File: src/rtl/ir_keymap_pkg.sv
package ir_keymap_pkg;

  localparam int UCODE_W = 16;
  localparam int SCAN_W  = 8;
  localparam int KEY_W   = 8;
  localparam int RPT_W   = 8;

  typedef logic [UCODE_W-1:0] ucode_t;
  typedef logic [SCAN_W-1:0]  scan_t;
  typedef logic [KEY_W-1:0]   key_t;
  typedef logic [RPT_W-1:0]   rpt_t;

  localparam key_t KEY_NONE = '0;
  localparam rpt_t RPT_MAX  = '1;

  typedef enum logic [1:0] {
    SRCH_IDLE = 2'd0,
    SRCH_GRP  = 2'd1,
    SRCH_BTN  = 2'd2
  } srch_state_e;

  // A stored user code of zero marks an empty group and never matches.
  function automatic logic f_group_match(ucode_t stored, ucode_t incoming);
    return (stored != '0) && (stored == incoming);
  endfunction

  // Repeat count that follows a match producing key 'nkey'.
  function automatic rpt_t f_next_repeat(key_t shown, key_t nkey, rpt_t cur);
    if (shown != nkey) return '0;
    if (cur == RPT_MAX) return cur;
    return cur + rpt_t'(1);
  endfunction

  // Clamp a requested button count to the slot capacity.
  function automatic int unsigned f_clamp_count(int unsigned req, int unsigned cap);
    return (req > cap) ? cap : req;
  endfunction

endpackage

File: src/rtl/ikm_group_regs.sv
module ikm_group_regs
  import ir_keymap_pkg::*;
#(
  parameter int NUM_GROUPS  = 4,
  parameter int MAX_BUTTONS = 32,
  localparam int GIW = (NUM_GROUPS > 1) ? $clog2(NUM_GROUPS) : 1,
  localparam int CNT_W = $clog2(MAX_BUTTONS + 1)
) (
  input  logic                             clk,
  input  logic                             rst_n,
  input  logic                             wr_en,
  input  logic [GIW-1:0]                   wr_idx,
  input  ucode_t                           wr_ucode,
  input  logic [CNT_W-1:0]                 wr_count,
  output logic [NUM_GROUPS-1:0][UCODE_W-1:0] grp_ucode,
  output logic [NUM_GROUPS-1:0][CNT_W-1:0]   grp_count
);

  logic             wr_accept;
  logic [CNT_W-1:0] wr_count_clamped;

  assign wr_accept        = wr_en && (wr_ucode != '0);
  assign wr_count_clamped = CNT_W'(f_clamp_count(int'(wr_count), MAX_BUTTONS));

  for (genvar g = 0; g < NUM_GROUPS; g++) begin : g_grp
    always_ff @(posedge clk) begin
      if (!rst_n) begin
        grp_ucode[g] <= '0;
        grp_count[g] <= '0;
      end else if (wr_accept && (wr_idx == GIW'(g))) begin
        grp_ucode[g] <= wr_ucode;
        grp_count[g] <= wr_count_clamped;
      end
    end
  end

endmodule

File: src/rtl/ikm_button_store.sv
module ikm_button_store
  import ir_keymap_pkg::*;
#(
  parameter int NUM_GROUPS  = 4,
  parameter int MAX_BUTTONS = 32,
  localparam int GIW = (NUM_GROUPS > 1) ? $clog2(NUM_GROUPS) : 1,
  localparam int SIW = (MAX_BUTTONS > 1) ? $clog2(MAX_BUTTONS) : 1,
  localparam int DEPTH = NUM_GROUPS * MAX_BUTTONS
) (
  input  logic           clk,
  input  logic           rst_n,
  input  logic           wr_en,
  input  logic [GIW-1:0] wr_grp,
  input  logic [SIW-1:0] wr_slot,
  input  scan_t          wr_scan,
  input  key_t           wr_key,
  input  logic [GIW-1:0] rd_grp,
  input  logic [SIW-1:0] rd_slot,
  output scan_t          rd_scan,
  output key_t           rd_key
);

  localparam int AW = $clog2(DEPTH);

  scan_t scan_mem [DEPTH];
  key_t  key_mem  [DEPTH];

  logic [AW-1:0] wr_addr;
  logic [AW-1:0] rd_addr;

  function automatic logic [AW-1:0] f_addr(logic [GIW-1:0] g, logic [SIW-1:0] s);
    return AW'(int'(g) * MAX_BUTTONS + int'(s));
  endfunction

  assign wr_addr = f_addr(wr_grp, wr_slot);
  assign rd_addr = f_addr(rd_grp, rd_slot);

  for (genvar i = 0; i < DEPTH; i++) begin : g_slot
    always_ff @(posedge clk) begin
      if (!rst_n) begin
        scan_mem[i] <= '0;
        key_mem[i]  <= KEY_NONE;
      end else if (wr_en && (wr_addr == AW'(i))) begin
        scan_mem[i] <= wr_scan;
        key_mem[i]  <= wr_key;
      end
    end
  end

  assign rd_scan = scan_mem[rd_addr];
  assign rd_key  = key_mem[rd_addr];

endmodule

File: src/rtl/ikm_search_ctrl.sv
module ikm_search_ctrl
  import ir_keymap_pkg::*;
#(
  parameter int NUM_GROUPS  = 4,
  parameter int MAX_BUTTONS = 32,
  localparam int GIW = (NUM_GROUPS > 1) ? $clog2(NUM_GROUPS) : 1,
  localparam int SIW = (MAX_BUTTONS > 1) ? $clog2(MAX_BUTTONS) : 1,
  localparam int CNT_W = $clog2(MAX_BUTTONS + 1)
) (
  input  logic                               clk,
  input  logic                               rst_n,
  input  logic                               frame_valid,
  input  ucode_t                             frame_ucode,
  input  scan_t                              frame_scan,
  input  logic [NUM_GROUPS-1:0][UCODE_W-1:0] grp_ucode,
  input  logic [NUM_GROUPS-1:0][CNT_W-1:0]   grp_count,
  output logic [GIW-1:0]                     rd_grp,
  output logic [SIW-1:0]                     rd_slot,
  input  scan_t                              rd_scan,
  input  key_t                               rd_key,
  output logic                               busy,
  output logic                               ev_accept,
  output logic                               ev_hit,
  output logic                               ev_miss,
  output key_t                               fin_key,
  output ucode_t                             lat_ucode,
  output scan_t                              lat_scan
);

  srch_state_e      state;
  logic [GIW-1:0]   gidx;
  logic [CNT_W-1:0] bidx;

  logic grp_match;
  logic grp_last;
  logic btn_in_range;
  logic btn_match;

  assign grp_match    = f_group_match(grp_ucode[gidx], lat_ucode);
  assign grp_last     = (gidx == GIW'(NUM_GROUPS - 1));
  assign btn_in_range = (bidx < grp_count[gidx]);
  assign btn_match    = btn_in_range && (rd_scan == lat_scan);

  assign busy      = (state != SRCH_IDLE);
  assign ev_accept = (state == SRCH_IDLE) && frame_valid;
  assign ev_hit    = (state == SRCH_BTN) && btn_match;
  assign ev_miss   = ((state == SRCH_GRP) && !grp_match && grp_last) ||
                     ((state == SRCH_BTN) && !btn_in_range);
  assign fin_key   = rd_key;

  assign rd_grp  = gidx;
  assign rd_slot = bidx[SIW-1:0];

  always_ff @(posedge clk) begin
    if (!rst_n) begin
      state     <= SRCH_IDLE;
      gidx      <= '0;
      bidx      <= '0;
      lat_ucode <= '0;
      lat_scan  <= '0;
    end else begin
      unique case (state)
        SRCH_IDLE: begin
          if (frame_valid) begin
            lat_ucode <= frame_ucode;
            lat_scan  <= frame_scan;
            gidx      <= '0;
            bidx      <= '0;
            state     <= SRCH_GRP;
          end
        end
        SRCH_GRP: begin
          if (grp_match) begin
            bidx  <= '0;
            state <= SRCH_BTN;
          end else if (grp_last) begin
            state <= SRCH_IDLE;
          end else begin
            gidx <= gidx + GIW'(1);
          end
        end
        SRCH_BTN: begin
          if (!btn_in_range || btn_match) begin
            state <= SRCH_IDLE;
          end else begin
            bidx <= bidx + CNT_W'(1);
          end
        end
        default: state <= SRCH_IDLE;
      endcase
    end
  end

endmodule

File: src/rtl/ikm_result_reg.sv
module ikm_result_reg
  import ir_keymap_pkg::*;
(
  input  logic clk,
  input  logic rst_n,
  input  logic ev_hit,
  input  logic ev_miss,
  input  key_t fin_key,
  output key_t key_code,
  output rpt_t key_repeat,
  output logic hit,
  output logic miss,
  output logic done
);

  always_ff @(posedge clk) begin
    if (!rst_n) begin
      key_code   <= KEY_NONE;
      key_repeat <= '0;
      hit        <= 1'b0;
      miss       <= 1'b0;
      done       <= 1'b0;
    end else if (ev_hit) begin
      key_code   <= fin_key;
      key_repeat <= f_next_repeat(key_code, fin_key, key_repeat);
      hit        <= 1'b1;
      miss       <= 1'b0;
      done       <= 1'b1;
    end else if (ev_miss) begin
      key_code   <= KEY_NONE;
      key_repeat <= '0;
      hit        <= 1'b0;
      miss       <= 1'b1;
      done       <= 1'b1;
    end else begin
      done       <= 1'b0;
    end
  end

endmodule

File: src/rtl/ir_keymap_lookup.sv
module ir_keymap_lookup
  import ir_keymap_pkg::*;
#(
  parameter int NUM_GROUPS  = 4,
  parameter int MAX_BUTTONS = 32,
  localparam int GIW = (NUM_GROUPS > 1) ? $clog2(NUM_GROUPS) : 1,
  localparam int SIW = (MAX_BUTTONS > 1) ? $clog2(MAX_BUTTONS) : 1,
  localparam int CNT_W = $clog2(MAX_BUTTONS + 1)
) (
  input  logic               clk,
  input  logic               rst_n,
  input  logic               frame_valid,
  input  logic [15:0]        frame_ucode,
  input  logic [7:0]         frame_scan,
  input  logic               grp_wr_en,
  input  logic [GIW-1:0]     grp_wr_idx,
  input  logic [15:0]        grp_wr_ucode,
  input  logic [CNT_W-1:0]   grp_wr_count,
  input  logic               btn_wr_en,
  input  logic [GIW-1:0]     btn_wr_grp,
  input  logic [SIW-1:0]     btn_wr_slot,
  input  logic [7:0]         btn_wr_scan,
  input  logic [7:0]         btn_wr_key,
  output logic               busy,
  output logic               done,
  output logic [7:0]         key_code,
  output logic [7:0]         key_repeat,
  output logic               hit,
  output logic               miss
);

  logic [NUM_GROUPS-1:0][UCODE_W-1:0] grp_ucode;
  logic [NUM_GROUPS-1:0][CNT_W-1:0]   grp_count;
  logic [GIW-1:0] rd_grp;
  logic [SIW-1:0] rd_slot;
  scan_t          rd_scan;
  key_t           rd_key;

  // Named internal events, observed by the bound checker.
  logic   ev_accept;
  logic   ev_hit;
  logic   ev_miss;
  key_t   fin_key;
  ucode_t lat_ucode;
  scan_t  lat_scan;

  ikm_group_regs #(
    .NUM_GROUPS (NUM_GROUPS),
    .MAX_BUTTONS(MAX_BUTTONS)
  ) u_groups (
    .clk      (clk),
    .rst_n    (rst_n),
    .wr_en    (grp_wr_en),
    .wr_idx   (grp_wr_idx),
    .wr_ucode (grp_wr_ucode),
    .wr_count (grp_wr_count),
    .grp_ucode(grp_ucode),
    .grp_count(grp_count)
  );

  ikm_button_store #(
    .NUM_GROUPS (NUM_GROUPS),
    .MAX_BUTTONS(MAX_BUTTONS)
  ) u_buttons (
    .clk    (clk),
    .rst_n  (rst_n),
    .wr_en  (btn_wr_en),
    .wr_grp (btn_wr_grp),
    .wr_slot(btn_wr_slot),
    .wr_scan(btn_wr_scan),
    .wr_key (btn_wr_key),
    .rd_grp (rd_grp),
    .rd_slot(rd_slot),
    .rd_scan(rd_scan),
    .rd_key (rd_key)
  );

  ikm_search_ctrl #(
    .NUM_GROUPS (NUM_GROUPS),
    .MAX_BUTTONS(MAX_BUTTONS)
  ) u_search (
    .clk        (clk),
    .rst_n      (rst_n),
    .frame_valid(frame_valid),
    .frame_ucode(frame_ucode),
    .frame_scan (frame_scan),
    .grp_ucode  (grp_ucode),
    .grp_count  (grp_count),
    .rd_grp     (rd_grp),
    .rd_slot    (rd_slot),
    .rd_scan    (rd_scan),
    .rd_key     (rd_key),
    .busy       (busy),
    .ev_accept  (ev_accept),
    .ev_hit     (ev_hit),
    .ev_miss    (ev_miss),
    .fin_key    (fin_key),
    .lat_ucode  (lat_ucode),
    .lat_scan   (lat_scan)
  );

  ikm_result_reg u_result (
    .clk       (clk),
    .rst_n     (rst_n),
    .ev_hit    (ev_hit),
    .ev_miss   (ev_miss),
    .fin_key   (fin_key),
    .key_code  (key_code),
    .key_repeat(key_repeat),
    .hit       (hit),
    .miss      (miss),
    .done      (done)
  );

endmodule

File: config.mk
export PLATFORM = sky130hd
export DESIGN_NAME = ir_keymap_lookup
export DESIGN_NICKNAME = d
export VERILOG_FILES = /design/src/rtl/ir_keymap_pkg.sv /design/src/rtl/ikm_group_regs.sv /design/src/rtl/ikm_button_store.sv /design/src/rtl/ikm_search_ctrl.sv /design/src/rtl/ikm_result_reg.sv /design/src/rtl/ir_keymap_lookup.sv
export SDC_FILE = /design/constraint.sdc
export NUM_CORES = 2
export LEC_CHECK = 0
export BUFFER_PORTS_ARGS = -buffer_cell sky130_fd_sc_hd__buf_4
export CAP_MARGIN = 15
export CORE_ASPECT_RATIO = 1.2
export CORE_UTILIZATION = 62
export DETAILED_ROUTE_END_ITERATION = 8
export HOLD_SLACK_MARGIN = 0.15
export PLACE_DENSITY = 0.75
export SYNTH_ARGS = -nofsm -noshare
export SYNTH_HDL_FRONTEND = slang
export SYNTH_SLANG_ARGS = --single-unit
File: constraint.sdc
create_clock -name clk -period 5.25 [get_ports clk]
set_clock_uncertainty 0.15 [all_clocks]
set_input_delay 0.2625 -clock clk [delete_from_list [all_inputs] [get_ports clk]]
set_output_delay 0.2625 -clock clk [all_outputs]
set_load 0.005 [all_outputs]
# --- Word level (Yosys, flattened, before mapping) ---
# Memory sizes are Yosys's and may differ from the RTL's.
# Cells that the tools add are included.
classes:
  addsub: 5
  magnitude_cmp: 3
  eq_ne: 145
  n_mux: 677
  bitwise_logic: 257
  n_reduce_logical: 158
op_table:
  columns: ["cell", "n"]
  rows:
  - ["two-way mux 8 bit", 263]
  - ["== test 7 bit, second input constant", 64]
  - ["two-way mux 1 bit", 396]
  - ["OR 1 bit", 256]
  - ["== test 7 x 6 -> 1 bit, second input constant", 32]
  - ["logical AND 1 bit", 139]
  - ["== test 7 x 5 -> 1 bit, second input constant", 16]
  - ["== test 7 x 4 -> 1 bit, second input constant", 8]
  - ["binary-select mux 16 bit (select 2 bit)", 1]
  - ["nonzero test 16 bit", 2]
  - ["two-way mux 6 bit", 5]
  - ["== test 7 x 3 -> 1 bit, second input constant", 4]
  - ["case mux 6 bit (3 select lines)", 1]
  - ["== test 16 bit", 1]
  - ["two-way mux 16 bit", 1]
  - ["adder 7 x 5 -> 7 bit", 2]
  - ["== test 7 x 2 -> 1 bit, second input constant", 2]
  - ["two-way mux 2 bit", 7]
  - ["binary-select mux 6 bit (select 2 bit)", 1]
  - ["inequality test 2 bit, second input constant", 5]
  - ["adder 8 x 1 -> 8 bit, second input constant", 1]
  - ["== test 2 bit, second input constant", 4]
  - ["== test 8 bit", 1]
  - ["== test 8 bit, second input constant", 1]
  - ["24 further kinds", 32]
word_totals:
  reg_bits: 141
  ram_bits: 2048
  input_bits: 76
  output_inout_bits: 20
  wordCells: 1265
  memories: 2
memory_table:
  columns: ["name", "depth", "word_bits", "read_ports", "rd_ports_with_merged_regs", "wr", "line", "rtl"]
  rows:
  - ["u_buttons.key_mem", 128, 8, 1, 0, 128, "ikm_button_store.sv:26", "key_t key_mem [DEPTH];"]
  - ["u_buttons.scan_mem", 128, 8, 1, 0, 128, "ikm_button_store.sv:25", "scan_t scan_mem [DEPTH];"]

# --- Longest topological paths before layout ---
depth:
  depth_word: 13
  mapped_depth: 18
  depth_no_buf: 12

# --- Cells and area by module ---
# From an unflattened synthesis, not the netlist that was laid out.
unflattened:
  hier_cells: 6351
  hier_area_um2: 99972.1
by_module_without_submodules:
  columns: ["module", "instances", "cells_per_inst", "area_per_inst_um2", "seq_area_each_um2"]
  rows:
  - ["ikm_button_store", 1, 5655, 93240.7, 61499.0]
  - ["ikm_group_regs", 1, 317, 3234.4, 1761.7]
  - ["ikm_search_ctrl", 1, 267, 2548.7, 680.7]
  - ["ikm_result_reg", 1, 112, 948.4, 380.4]

# --- Least setup slack after synthesis ---
# Ideal clock, no wire load.
synth_timing:
  path_type: "register to register"
  from: "register u_search.gidx[0] (netlist: u_search.rd_grp[0])"
  to: "register u_result.key_repeat[0]"
  setup_time_ns: 0.128
  arrival_ns: 4.064
  t_required_ns: 4.972
  setup_slack_ns: 0.908
  stages_incl_launch_ff: 16
  n_path_buf: 6
  period_less_slack_ns: 4.342
  cell_sequence: "dfxtp_1 buf_2 buf_2 clkbuf_1 buf_1 clkbuf_1 clkbuf_1 mux4_2 inv_1 ha_1 a21oi_1 o211a_1 and2_1 nand4_2 mux2i_2 o22ai_2"
synth_via:
  elab_chain_cells: 10
  elab_cells_between_ends: 30
  cone_classes: "add/sub (1); order compare (1); eq/ne (5); mux (9); reduce/logical (12); memory (2)"
synth_rtl:
  columns: ["element", "line", "rtl"]
  rows:
  - ["start, declared", "ikm_search_ctrl.sv:31", "logic [GIW-1:0] gidx;"]
  - ["start signal, assigned", "ikm_search_ctrl.sv:79", "gidx <= gidx + GIW'(1);"]
  - ["branches (longest 10 deep; another with memory (128 x 8 bit))", null, null]
  - ["end signal, assigned", "ikm_result_reg.sv:25", "key_repeat <= f_next_repeat(key_code, fin_key, key_repeat);"]
  - ["end, declared", "ikm_result_reg.sv:10", "output rpt_t key_repeat,"]
# Parallel ways; which one is timed is not known. The select of a mux whose other input is x is not followed.
# A chain may end at the register's enable or synchronous reset.

# --- Worst setup path in the final report ---
layout_timing:
  from: "register u_search.bidx[0]"
  to: "register u_result.key_repeat[2]"
layout_via:
  elab_chain_cells: 8
  elab_cells_between_ends: 19
  cone_classes: "add/sub (1); order compare (1); eq/ne (3); mux (5); reduce/logical (7); memory (2)"
layout_rtl:
  columns: ["element", "line", "rtl"]
  rows:
  - ["start, declared", "ikm_search_ctrl.sv:32", "logic [CNT_W-1:0] bidx;"]
  - ["start signal, assigned", "ikm_search_ctrl.sv:86", "bidx <= bidx + CNT_W'(1);"]
  - ["adder 7 x 5 -> 7 bit", "ikm_button_store.sv:32", "return AW'(int'(g) * MAX_BUTTONS + int'(s));"]
  - ["memory (128 x 8 bit)", null, null]
  - ["inequality test 8 bit", "ir_keymap_pkg.sv:29", "if (shown != nkey) return '0;"]
  - ["two-way mux 1 bit", "ir_keymap_pkg.sv:29", null]
  - ["two-way mux 1 bit", "ikm_result_reg.sv:23", "end else if (ev_hit) begin"]
  - ["two-way mux 1 bit", "ikm_result_reg.sv:17", "if (!rst_n) begin"]
  - ["inequality test 4 x 3 -> 1 bit (no source line) / two-way mux 8 bit (equally long branches)", null, null]
  - ["AND reduction 2 bit (no source line) / two-way mux 8 bit (equally long branches)", null, null]
# Parallel ways exist; a longest one is shown, timed or not. The select of a mux whose other input is x is not followed.

==> parameters.txt <==
Parameter                              Value

Floorplan
  Standard-cell row count ... about 160
  Die Span X ... 371.2 um
  Total Die Area ... 165200 sq um
  Number of I/O pins ... 96
  Vertical extent of the die ... 445.0 um
  Initial standard-cell utilization of the core ... between 60% and 70%
  Core region area ... 162400 sq um

STA
  Slew HR ... 10.79%
  Max Clock Freq ... between 0.15 and 0.2 GHz
  Min Tclk post-route ... 5134 ps
  Final setup violation count ... 0
  Final hold violations ... 0
  Tcrit/Tclk final ... 97.80%
  Worst setup slack after layout ... 115.7 ps
  Slew at the pin closest to its max-slew limit ... between 1000 and 1500 ps
  Final-layout setup total negative slack ... 0 ps
  RSZ-0062 raised after global routing ... no
  Slew Limit Fails ... 0

Critical path
  Worst EP arrival ... 5770 ps
  Required time of the critical path ... a little under 6000 ps
  Largest fanout on the critical path ... 36
  Startpoint types ... flop
  Category of cells accounting for the largest share of critical-path delay ... compound AO/OA/AOI/OAI gates
  Crit path kind ... reg2reg
  Maximum single-stage delay on the critical path ... 820 ps
  CP max-delay cell ... sky130_fd_sc_hd__dfxtp_4
  Number of buffer and inverter instances along the worst setup path ... 3
  Crit-path cells ... buf_12 > buf_4 > mux4_2 > nand3b_1 > nand3_1 > a2111oi_2 > buf_4 > a21oi_1 > and4b_1 > a31oi_1 > a21oi_1 > o2111ai_1 > o21ai_1
  Worst Setup End Kind ... flop

GRT
  Met2 Usage GRT ... 59.75%
  Number of global-route vias before repair ... 63260
  Overall Global Routing Usage ... between 30% and 40%
  Met3 Usage GRT ... 10.30%
  Global-route layer with the greatest usage ... met2
  First-pass GRT wire length ... 456.7 mm
  Pin count of the biggest net entering global routing ... 97
  Antenna violations before repair ... 27
  Grt total ovfl ... 0
  Met1 routing resource usage after global routing ... 50.80%

Cells and area
  Most frequent cells in the layout ... sky130_fd_sc_hd__and2_1 (2060), sky130_fd_sc_hd__edfxtp_1 (2048), sky130_fd_sc_hd__buf_4 (486)
  Final Core Density ... 70.10%
  Share of final-layout standard cells stronger than drive strength 1 ... 17.28%
  Leading cell type in the layout, fill and taps excluded ... sky130_fd_sc_hd__and2_1
  Area added between synthesis and finish ... 12.22%
  Final Net Count ... 7480
  # fillers ... ~10000

Clocking
  Maximum number of buffers from clock root to sink ... 3
  Total setup buffers inserted after CTS ... 0
  Cts bufs inserted ... around 210
  Number of clock sinks seen by CTS ... approximately 2200
  Maximum level of the CTS H-tree ... 4
  Clock latency on the worst-skew pair ... between 800 and 900 ps
  Clock Tree Root ... sky130_fd_sc_hd__clkbuf_16
  Clock tree from TritonCTS ... done
  Worst-path clk slew ... 70 ps

Yosys
  Number of flops mapped to enable cells by yosys ... 2048
  Total of warnings raised by yosys ... 0
  Async set or reset register ratio after synthesis ... 0%
  Top area cells in the synthesized netlist ... sky130_fd_sc_hd__edfxtp_1 (61%), sky130_fd_sc_hd__and2_1 (13%), sky130_fd_sc_hd__mux4_2 (8.7%)
  Mapped Cells ... about 7000
  Synth Register Bits ... 2189
  Post-synthesis net count ... 7245
  Total standard cell area after synthesis ... 101400 sq um
  Post-synthesis sequential area ratio ... 63.42%
  Dominant register cell in the synthesized netlist ... sky130_fd_sc_hd__edfxtp_1
  Yosys top cell by area ... sky130_fd_sc_hd__edfxtp_1
  Cell variety after synth ... 86
  Avg Synthesized Cell Area ... between 10 and 15 sq um
  Fraction of post-synthesis cell area in the top cell type by area ... 60.64%

Status
  Status ... finished, final reports clean

Detailed routing
  Antenna Nets Post-Route ... 0
  Ratio of routed vias to standard cells ... around 6.7
  Avg WL per Cell ... 33.42 um
  Detailed-route DRC error count ... 0
  Total iterations of the first detailed-routing run ... 6
  Via count of the routed design ... around 66000
  Wirelength, routed ... 324.7 mm
  Violation count after the first detailed-route iteration ... about 10000

Pwr
  Static leakage ... about 40 nW
  Maximum resistive drop on vdd ... 339.1 uV
  Power density over the cells ... roughly 330 nW/um^2

Placed design
  Total half-perimeter wirelength after legalization and detailed placement ... 202.5 mm
  Post-placement worst setup slack ... 247.3 ps
  # port buffers ... 95
  GPL Wtd Cong ... 1.008

Run
  Max Cap Viol ... 0

Hold path
  Class of the tightest hold or removal check ... in2reg
-- worst register-to-register path, cell delays in order, from the launching register on --
cell and delay, ps:
sky130_fd_sc_hd__dfxtp_4 820, sky130_fd_sc_hd__buf_12 410, sky130_fd_sc_hd__buf_4 360, sky130_fd_sc_hd__mux4_2 530
sky130_fd_sc_hd__nand3b_1 140, sky130_fd_sc_hd__nand3_1 210, sky130_fd_sc_hd__a2111oi_2 820, sky130_fd_sc_hd__buf_4 250
sky130_fd_sc_hd__a21oi_1 60, sky130_fd_sc_hd__and4b_1 330, sky130_fd_sc_hd__a31oi_1 170, sky130_fd_sc_hd__a21oi_1 510
sky130_fd_sc_hd__o2111ai_1 200, sky130_fd_sc_hd__o21ai_1 110
-- layout make-up --
class	instances	area [sq um]	share of cell area, %
diodes	10	25.02	0.02199
clock buffers	280	5672	4.984
clock inverters	109	864.6	0.7597
inverters	25	97.59	0.08575
multi-input cells	4291	34240	30.09
flip-flops and latches	2189	64350	56.54
well taps	2132	2668	2.344
repair buffers	680	5896	5.180
-- flip-flops by register name, indices dropped and copies added (netlist names) --
register	cells
u_buttons.key_mem	1024
u_buttons.scan_mem	1024
u_search.rd_grp	2
u_result.key_repeat	8
u_result.hit	1
u_result.done	1
u_groups.grp_count	24
u_search.bidx	6
u_result.key_code	8
u_search.lat_ucode	16
u_search.state	2
u_search.lat_scan	8
u_result.miss	1
u_groups.grp_ucode	64
-- cell usage after synthesis (all sizes together), types with 9 or more instances --
library cell	n
a31oi	16
and3	17
mux4	393
mux2	16
nor2	243
xnor2	34
or3	9
a221oi	12
inv	25
edfxtp	2048
nor2b	34
or2	11
nand2	231
dfxtp	141
clkbuf	487
o22ai	43
nand3	70
nand4	32
a22oi	115
nor4	16
mux2i	438
and2	2062
nand2b	17
nor3	25
a211oi	18
o221ai	13
nand3b	10
buf	169
o211ai	9
a21oi	125
o21ai	159
-- routing by layer --
layer | routed length, um | vias to the layer above
li1 | - | 26620
met4 | 24500 | 14
met2 | 146900 | 5126
met1 | 110600 | 32610
met5 | 100 | -
met3 | 42630 | 1151
-- per-stage QoR --
stage	std cells	hold slack, ps	power (mW)	instance area, sq um
floorplan	7161	248.5	21.47	101400
global placement	9148	288.2	22.38	105500
detailed placement	9153	296.3	22.45	105600
CTS	9697	153.8	36.88	113700
global route	9706	243.4	37.71	113800
finish	9716	221.8	37.00	113800
-- power breakdown --
group | internal [mW] | switching [mW]
clock network | 8.07 | 6.65
registers | 19.9 | 0.300
logic | 0.650 | 1.44
-- path summary, 6_finish.rpt --
path                                             start                      to  slack [ps]  cells past startpoint
worst max-delay path                  u_search.bidx[0]  u_result.key_repeat[2]         120                     13
worst min-delay path                   grp_wr_count[5]  u_groups.grp_count[15]         220                      5
worst max register to register        u_search.bidx[0]  u_result.key_repeat[2]         120                     13
worst min register to register  u_groups.grp_count[15]  u_groups.grp_count[15]         300                      2
-- kinds of logic (layout without fill, tap and decap cells) --
| group | count (synthesis) | after routing | share of synthesized area [%] |
|---|---|---|---|
| buffers and inverters | 681 | 1094 | 3.007 |
| and+or+nand+nor | 2802 | 2802 | 16.08 |
| DFF | 2189 | 2189 | 63.42 |
| xor gates and xnor gates | 41 | 41 | 0.3541 |
| adders and majority gates | 8 | 8 | 0.09870 |
| AOI/OAI and AO/OA | 593 | 593 | 3.806 |
| other | 0 | 10 | 0 |
| muxes | 847 | 847 | 13.23 |
-- timing repair --
item	in CTS	in global routing
hold buffers	155	0
setup endpoints to repair	0	6
hold endpoints to repair	1402	0
gates resized for setup	0	3
Note: power is estimated with default switching activity, not from simulation.
